===== src/rtl/lsu_stack_pkg.sv =====
package lsu_stack_pkg;

   localparam logic [5:0] OPC_LOAD_IMM  = 6'd32;
   localparam logic [5:0] OPC_LOAD_REG  = 6'd33;
   localparam logic [5:0] OPC_POP_POST  = 6'd34;
   localparam logic [5:0] OPC_STORE_IMM = 6'd36;
   localparam logic [5:0] OPC_STORE_REG = 6'd37;
   localparam logic [5:0] OPC_PUSH_PRE  = 6'd38;

   typedef enum logic [2:0] {
      K_NONE  = 3'd0,
      K_LOAD  = 3'd1,
      K_STORE = 3'd2,
      K_POP   = 3'd3,
      K_PUSH  = 3'd4
   } acc_kind_e;

   typedef struct packed {
      acc_kind_e kind;
      logic      reg_form;
   } acc_dec_t;

   function automatic acc_dec_t decode_op(input logic vld, input logic [5:0] op);
      acc_dec_t d;
      d.kind     = K_NONE;
      d.reg_form = 1'b0;
      if (vld) begin
         case (op)
            OPC_LOAD_IMM:  d.kind = K_LOAD;
            OPC_LOAD_REG:  begin d.kind = K_LOAD;  d.reg_form = 1'b1; end
            OPC_POP_POST:  d.kind = K_POP;
            OPC_STORE_IMM: d.kind = K_STORE;
            OPC_STORE_REG: begin d.kind = K_STORE; d.reg_form = 1'b1; end
            OPC_PUSH_PRE:  d.kind = K_PUSH;
            default:       d.kind = K_NONE;
         endcase
      end
      return d;
   endfunction

endpackage


===== src/rtl/lsu_op_decode.sv =====
module lsu_op_decode
   import lsu_stack_pkg::*;
(
   input  logic       req_valid,
   input  logic [5:0] req_op,
   output acc_kind_e  kind,
   output logic       reg_form,
   output logic       writes_mem,
   output logic       reads_mem
);
   acc_dec_t dec;

   always_comb begin
      dec        = decode_op(req_valid, req_op);
      kind       = dec.kind;
      reg_form   = dec.reg_form;
      writes_mem = (dec.kind == K_STORE) || (dec.kind == K_PUSH);
      reads_mem  = (dec.kind == K_LOAD)  || (dec.kind == K_POP);
   end
endmodule


===== src/rtl/lsu_ea_gen.sv =====
module lsu_ea_gen
   import lsu_stack_pkg::*;
#(
   parameter int DATA_W = 32,
   parameter int DEPTH  = 256,
   parameter int IDX_W  = 8
) (
   input  acc_kind_e           kind,
   input  logic                reg_form,
   input  logic [DATA_W-1:0]   base_val,
   input  logic [DATA_W-1:0]   creg_val,
   input  logic [15:0]         imm16,
   output logic [IDX_W-1:0]    word_idx,
   output logic [DATA_W-1:0]   new_base,
   output logic                range_err
);
   localparam int WORD_W = DATA_W - 2;

   logic [DATA_W-1:0] c_val;
   logic [DATA_W-1:0] sum_v;
   logic [DATA_W-1:0] diff_v;
   logic [DATA_W-1:0] ea;
   logic [WORD_W-1:0] word;
   logic              beyond;

   always_comb begin
      c_val  = reg_form ? creg_val : {{(DATA_W-16){imm16[15]}}, imm16};
      sum_v  = base_val + c_val;
      diff_v = base_val - c_val;
      case (kind)
         K_POP:   begin ea = base_val; new_base = sum_v;  end
         K_PUSH:  begin ea = diff_v;   new_base = diff_v; end
         default: begin ea = sum_v;    new_base = sum_v;  end
      endcase
      word = ea[DATA_W-1:2];
   end

   // Range check: bit test for a power-of-two depth, compare otherwise.
   generate
      if (DEPTH == (1 << IDX_W)) begin : g_pow2
         assign beyond = |word[WORD_W-1:IDX_W];
      end else begin : g_cmp
         assign beyond = (word >= WORD_W'(DEPTH));
      end
   endgenerate

   assign range_err = ea[DATA_W-1] | beyond;
   assign word_idx  = word[IDX_W-1:0];
endmodule


===== src/rtl/lsu_resp_stage.sv =====
module lsu_resp_stage
   import lsu_stack_pkg::*;
#(
   parameter int DATA_W = 32
) (
   input  logic              clk,
   input  logic              rst_n,
   input  acc_kind_e         kind,
   input  logic              reads_mem,
   input  logic              range_err,
   input  logic [DATA_W-1:0] new_base,
   output logic              ld_valid,
   output logic              base_we,
   output logic [DATA_W-1:0] base_wdata,
   output logic              addr_err
);
   logic upd_base;

   assign upd_base = ((kind == K_POP) || (kind == K_PUSH)) && !range_err;

   always_ff @(posedge clk) begin
      if (!rst_n) begin
         ld_valid   <= 1'b0;
         base_we    <= 1'b0;
         base_wdata <= '0;
         addr_err   <= 1'b0;
      end else begin
         ld_valid <= reads_mem && !range_err;
         base_we  <= upd_base;
         addr_err <= (kind != K_NONE) && range_err;
         if (upd_base) base_wdata <= new_base;
      end
   end
endmodule


===== src/rtl/lsu_stack_unit.sv =====
module lsu_stack_unit
   import lsu_stack_pkg::*;
#(
   parameter int DATA_W    = 32,
   parameter int MEM_BYTES = 1024,
   parameter int DEPTH     = MEM_BYTES / 4,
   parameter int IDX_W     = (DEPTH > 1) ? $clog2(DEPTH) : 1
) (
   input  logic              clk,
   input  logic              rst_n,
   input  logic              req_valid,
   input  logic [5:0]        req_op,
   input  logic [DATA_W-1:0] data_val,
   input  logic [DATA_W-1:0] base_val,
   input  logic [DATA_W-1:0] creg_val,
   input  logic [15:0]       imm16,
   output logic [IDX_W-1:0]  mem_addr,
   output logic              mem_we,
   output logic [DATA_W-1:0] mem_wdata,
   input  logic [DATA_W-1:0] mem_rdata,
   output logic              ld_valid,
   output logic [DATA_W-1:0] ld_data,
   output logic              base_we,
   output logic [DATA_W-1:0] base_wdata,
   output logic              addr_err
);
   initial begin
      if (MEM_BYTES % 4 != 0)       $fatal(1, "MEM_BYTES must be a multiple of 4");
      if (DATA_W < 16)               $fatal(1, "DATA_W must hold the 16-bit immediate");
      if (IDX_W + 3 > DATA_W)        $fatal(1, "memory too large for DATA_W");
      if ((1 << IDX_W) < DEPTH)      $fatal(1, "IDX_W too small for DEPTH");
   end

   acc_kind_e         kind;
   logic              reg_form;
   logic              writes_mem;
   logic              reads_mem;
   logic              range_err;
   logic [DATA_W-1:0] new_base;

   lsu_op_decode i_dec (
      .req_valid  (req_valid),
      .req_op     (req_op),
      .kind       (kind),
      .reg_form   (reg_form),
      .writes_mem (writes_mem),
      .reads_mem  (reads_mem)
   );

   lsu_ea_gen #(.DATA_W(DATA_W), .DEPTH(DEPTH), .IDX_W(IDX_W)) i_ea (
      .kind      (kind),
      .reg_form  (reg_form),
      .base_val  (base_val),
      .creg_val  (creg_val),
      .imm16     (imm16),
      .word_idx  (mem_addr),
      .new_base  (new_base),
      .range_err (range_err)
   );

   lsu_resp_stage #(.DATA_W(DATA_W)) i_resp (
      .clk        (clk),
      .rst_n      (rst_n),
      .kind       (kind),
      .reads_mem  (reads_mem),
      .range_err  (range_err),
      .new_base   (new_base),
      .ld_valid   (ld_valid),
      .base_we    (base_we),
      .base_wdata (base_wdata),
      .addr_err   (addr_err)
   );

   assign mem_we    = writes_mem && !range_err;
   assign mem_wdata = data_val;
   assign ld_data   = mem_rdata;
endmodule


===== config.mk =====
export PLATFORM = sky130hd
export DESIGN_NAME = lsu_stack_unit
export DESIGN_NICKNAME = d
export VERILOG_FILES = /design/src/rtl/lsu_stack_pkg.sv /design/src/rtl/lsu_op_decode.sv /design/src/rtl/lsu_ea_gen.sv /design/src/rtl/lsu_resp_stage.sv /design/src/rtl/lsu_stack_unit.sv
export SDC_FILE = /design/constraint.sdc
export NUM_CORES = 1
export LEC_CHECK = 0
export CAP_MARGIN = 10
export CORE_MARGIN = 2
export CORE_UTILIZATION = 51
export CTS_CLUSTER_DIAMETER = 50
export CTS_CLUSTER_SIZE = 28
export DETAILED_ROUTE_END_ITERATION = 10
export PLACE_DENSITY_LB_ADDON = 0.2
export SYNTH_ARGS = -nofsm -noshare
export SYNTH_HDL_FRONTEND = slang
export SYNTH_SLANG_ARGS = --single-unit

===== constraint.sdc =====
create_clock -name clk -period 21.1 [get_ports clk]
set_input_delay 4.22 -clock clk [delete_from_list [all_inputs] [get_ports clk]]
set_output_delay 4.22 -clock clk [all_outputs]
set_load 0.03 [all_outputs]

# --- Word-level counts from Yosys, hierarchy flattened ---
# Index checks and enable logic that the tools add are counted.
classes:
  n_addsub: 2
  eq_ne: 10
  mux: 6
  n_bitwise: 1
  n_reduce_logical: 13
op_table:
  columns: ["operator", "n"]
  rows:
  - ["$mux 32", 2]
  - ["$pmux 32 s2", 1]
  - ["$eq 6x6->1 const B", 6]
  - ["$add 32x32->32", 1]
  - ["$sub 32x32->32", 1]
  - ["$reduce_or 22->1", 1]
  - ["$pmux 3 s4", 1]
  - ["$eq 3x2->1 const B", 2]
  - ["$reduce_or 2->1", 3]
  - ["$logic_and 1x1->1", 4]
  - ["$mux 4", 1]
  - ["$eq 3x1->1 const B", 1]
  - ["$eq 3x3->1 const B", 1]
  - ["$logic_or 1x1->1", 3]
  - ["$reduce_bool 3->1", 1]
  - ["$logic_not 1->1", 1]
  - ["$mux 1", 1]
  - ["$or 1x1->1", 1]
totals:
  register_bits: 35
  in_bits: 153
  output_inout_bits: 108
  wordCells: 36

# --- Depth between registers and ports, before layout ---
depth:
  word_depth: 11
  ltp_mapped: 20
  depth_no_buf: 17

# --- Modules after synthesis ---
# Synthesis repeated with hierarchy kept, for this count alone.
hier_totals:
  cells_unflattened: 914
  hier_area_um2: 6515.0
modules_own_cells:
  columns: ["module", "instances", "cells_each", "area_per_inst_um2", "seq_area_each_um2"]
  rows:
  - ["lsu_ea_gen", 1, 690, 4538.1, 0.0]
  - ["lsu_resp_stage", 1, 148, 1405.1, 700.7]
  - ["lsu_stack_unit", 1, 65, 494.2, 0.0]
  - ["lsu_op_decode", 1, 11, 77.6, 0.0]

# --- Least setup slack after synthesis ---
# No wires, ideal clock.
synth_timing:
  path_type: "input to output"
  startpoint: "input req_op[4]"
  endpoint: "output mem_we"
  arrival_time_ps: 9098
  t_required_ps: 16880
  slack_ps: 7782
  cell_stages: 18
  n_path_buf: 3
  cell_sequence: "and4bb_2 -> nand3_1 -> and2_1 -> clkbuf_1 -> clkbuf_1 -> a21o_1 -> ha_1 -> buf_6 -> a21oi_2 -> o31ai_1 -> or2_0 -> o41a_1 -> xor2_1 -> or4b_1 -> or4b_1 -> nor4_2 -> a41oi_1 -> nor3_1"
synth_between:
  elab_chain_len: 11
synth_rtl:
  columns: ["item", "line_no", "rtl"]
  rows:
  - ["from (decl)", "lsu_stack_unit.sv:12", "input logic [5:0] req_op,"]
  - ["$eq 6x6->1", "lsu_stack_pkg.sv:28", "case (op)"]
  - ["$reduce_or 2->1 (no line)", null, null]
  - ["$mux 1", "lsu_stack_pkg.sv:28", null]
  - ["$mux 4 (*)", "lsu_stack_pkg.sv:27", "if (vld) begin"]
  - ["$mux 32", "lsu_ea_gen.sv:27", "c_val = reg_form ? creg_val : {{(DATA_W-16){imm16[15]}}, imm16};"]
  - ["$add 32x32->32 / $sub 32x32->32 (equally long branches)", "lsu_ea_gen.sv:28, lsu_ea_gen.sv:29", null]
  - ["$pmux 32 s2", "lsu_ea_gen.sv:30", "case (kind)"]
  - ["$reduce_or 22->1", "lsu_ea_gen.sv:41", "assign beyond = |word[WORD_W-1:IDX_W];"]
  - ["$or 1x1->1", "lsu_ea_gen.sv:47", "assign range_err = ea[DATA_W-1] | beyond;"]
  - ["$logic_not 1->1", "lsu_stack_unit.sv:74", "assign mem_we = writes_mem && !range_err;"]
  - ["$logic_and 1x1->1 (*)", "lsu_stack_unit.sv:74", null]
  - ["to (decl)", "lsu_stack_unit.sv:18", "output logic mem_we,"]
# Mark *: on every way between the ends. The rest lies on a longest branch, timed or not.

# --- Worst setup path in the final report ---
# Ends and elaborated chain as after synthesis.

==> results.json <==
{
  "status": "finished, final reports clean",
  "max_stage_delay_ns": 0.71,
  "row_count": 43,
  "worst_slack_ns": 5.81,
  "slowest_stage": "clkdlybuf4s50_1",
  "cap_violations": 0,
  "first_global_vias": 7236,
  "portBuffers": 132,
  "syn_area_um2": 7330,
  "finalWirelength_mm": 25.5,
  "die_w_um": 124,
  "synth_edf_count": 0,
  "area_delta_synth_final_pct": 13.5,
  "cts.repair.resized": 0,
  "layout_common_cells": "169 x nand2_1, 131 x clkdlybuf4s50_1, 77 x a21oi_1, 76 x nor2_1, 64 x ha_1",
  "worst_pin_slew_ns": 1.23,
  "p_per_area_nw_per_um2": 44.9,
  "seq_area_frac_synth": 0.0956,
  "post_cts_buffers": 0,
  "setup_tns_ns": 0,
  "leakage_nw": 3.63,
  "drive_above_1_share": 0.0431,
  "crit_buf_inv": 3,
  "vias": 8074,
  "synth_area_leaders": "ha_1 11%, dfxtp_1 9.6%, nand2_1 8.7%",
  "crit_chain": "clkdlybuf4s50_1 > and4bb_2 > nand3_1 > and2_1 > a21o_1 > ha_1 > inv_1 > o31ai_1 > a31o_2 > o41a_1 > xor2_1 > or4b_1 > or4b_1 > nor4_2 > a41oi_1 > nor3_1 > clkdlybuf4s50_1",
  "grt_max_degree": 64,
  "fin_crit_sh": 0.725,
  "cts_buffers": 5,
  "worstReg2RegStart": "i_resp.base_wdata[11]",
  "peakVddDrop_mv": 0.0255,
  "track_usage": 0.331,
  "r2r_slack_ns": 20.28,
  "rsz0062_at_grt": "false",
  "ys_warn_count": 0,
  "cp.depth": 17,
  "clkTransAtPathRegs_ns": 0.05,
  "core_area_um2": 14000,
  "drc": 0,
  "n_antenna_cell": 0,
  "place_congestion": 1.05,
  "layout_min_cycle_time_ns": 15.29,
  "cp_max_fo": 17,
  "clock_skew_ns": 0,
  "cts-htree-levels": 2,
  "pin_count": 261,
  "die_y_um": 124,
  "relSlewSlack": 0.158,
  "synth_flop_cell": "dfxtp_1",
  "root_buffer": "clkbuf_16",
  "antenna_found_initial": 0,
  "fmax_ghz": 0.0654,
  "crit_family": "simple AND/OR/NAND/NOR gates",
  "cts.sinks": 35,
  "hold_buffers": 0,
  "syn-num-nets": 1313,
  "clkLatencyLatePin_ns": 0.28,
  "initial_core_util": 0.524,
  "grt_pass1_wl_mm": 39.7,
  "hold_ws_ns": 0.455,
  "slew_viol_final": 0,
  "place_ws_ns": 5.97,
  "synth_top_area_frac": 0.109,
  "clock_path_buffers": 2,
  "startpoint_type": "input port",
  "arrival_ns": 11.07,
  "yosys.area.top_type": "ha_1",
  "whs_endpoint": "i_resp.base_wdata[1]",
  "setup.worst_path.end_class": "output pin",
  "holdCritPathClass": "flip-flop to flip-flop",
  "crit_required_ns": 16.88,
  "netlist_instances": 1094,
  "async_flop_share": 0,
  "fin_nets": 1331,
  "worstSetupPathType": "input port to output pin",
  "wl_per_cell_um": 19.7,
  "worstRegToRegCells": 2,
  "cts_tree": "built",
  "drt_first_iter_violations": 946,
  "dr.pass1.iters": 5,
  "via_per_inst": 6.24,
  "min-delay-start": "i_resp.base_wdata[1]",
  "final_common_cell": "nand2_1",
  "hold_violations": 0,
  "antenna_left": 0,
  "overflow": 0,
  "hpwlAfterDp_mm": 20.4,
  "setup_violations": 0,
  "hold_depth": 2,
  "ys_ff_latch": 35,
  "avgSynthCellArea_um2": 6.70,
  "r2r-end": "i_resp.base_wdata[11]",
  "die_area_um2": 15400,
  "synth.distinct_cells": 76
}
[flip-flops by register name (all words and copies together), names as in the netlist]
name / flops
i_resp.base_wdata: 32
i_resp.base_we: 1
i_resp.addr_err: 1
i_resp.ld_valid: 1
[cell families after synthesis]
| family | share of synthesized area |
|---|---|
| compound gates | 0.270 |
| xor+xnor | 0.0442 |
| fa+ha+maj | 0.115 |
| buf+inv | 0.137 |
| flops | 0.0956 |
| mux | 0.0567 |
| simple gates | 0.281 |
[where the power goes]
group | internal (mW) | switching, mW | leakage (nW)
logic | 0.0861 | 0.139 | 3.26
registers | 0.0661 | 0.00000970 | 0.282
clock network | 0.0556 | 0.0271 | 0.0838
[metal layers]
layer  part of all wire  track usage  vias to the layer above  routed length (um)
met5                  0            0                        -                   0
met4              0.038        0.133                        0                 972
met3              0.091       0.0453                       83                2320
met2               0.41        0.483                      439               10500
met1               0.46        0.487                     3682               11700
li1                   -            -                     3870                   -
[tightest hold or removal path: stages, from the launching register on]
cell and delay (ns):
dfxtp_1 0.30, nand2_1 0.05, mux2i_1 0.05
[cell usage after synthesis (all sizes together) (3+ instances only)]
library cell and count:
or3 15, o221ai 7, inv 64, a31oi 15, a21oi 84, o211ai 10, and2 11, nor2b 14
nor4 22, and4 4, or2 7, xor2 5, o21bai 5, a211o 4, nand2b 14, a211oi 12
clkbuf 51, o2111ai 6, a21o 28, nor2 76, nor3 25, or4 7, o21ba 6, o22ai 3
nand2 169, o311ai 5, mux2i 37, o21ai 57, mux2 4, nand4 10, o31ai 11, o21a 5
buf 75, o41ai 3, dfxtp 35, a2111oi 4, xnor2 32, and3 12, ha 64, a311oi 7
nand3 32
[how the worst max path moves through the flow]
| stage | startpoint | to | slack, ns |
|---|---|---|---|
| 2_1_floorplan | req_op[4] | mem_we | 7.78 |
| 3_3_place_gp | req_op[4] | mem_we | 6.07 |
| 3_5_place_dp | req_op[4] | mem_we | 5.97 |
| 4_1_cts | req_op[4] | mem_we | 5.95 |
| 5_1_grt | req_op[4] | mem_we | 5.37 |
| 6_report | req_op[4] | mem_we | 5.81 |
[cell type report]
class / count / area (um2)
timing repair buffer: 137 / 1350
inverter: 65 / 244
clock buffer: 5 / 125
sequential: 35 / 701
clock inverter: 3 / 43.8
fill: 1390 / 5660
multi-input combinational: 868 / 5630
tap: 180 / 225
[through the flow]
step / power [mW] / cells / instance area [um2] / utilization
final: 0.374 / 1293 / 8330 / 0.595
after detailed placement: 0.285 / 1285 / 8160 / 0.583
after global routing: 0.396 / 1293 / 8330 / 0.595
after global placement: 0.287 / 1285 / 8160 / 0.583
after floorplan: 0.238 / 1094 / 7330 / -
after CTS: 0.369 / 1293 / 8330 / 0.595
(Power assumes the default switching activity.)
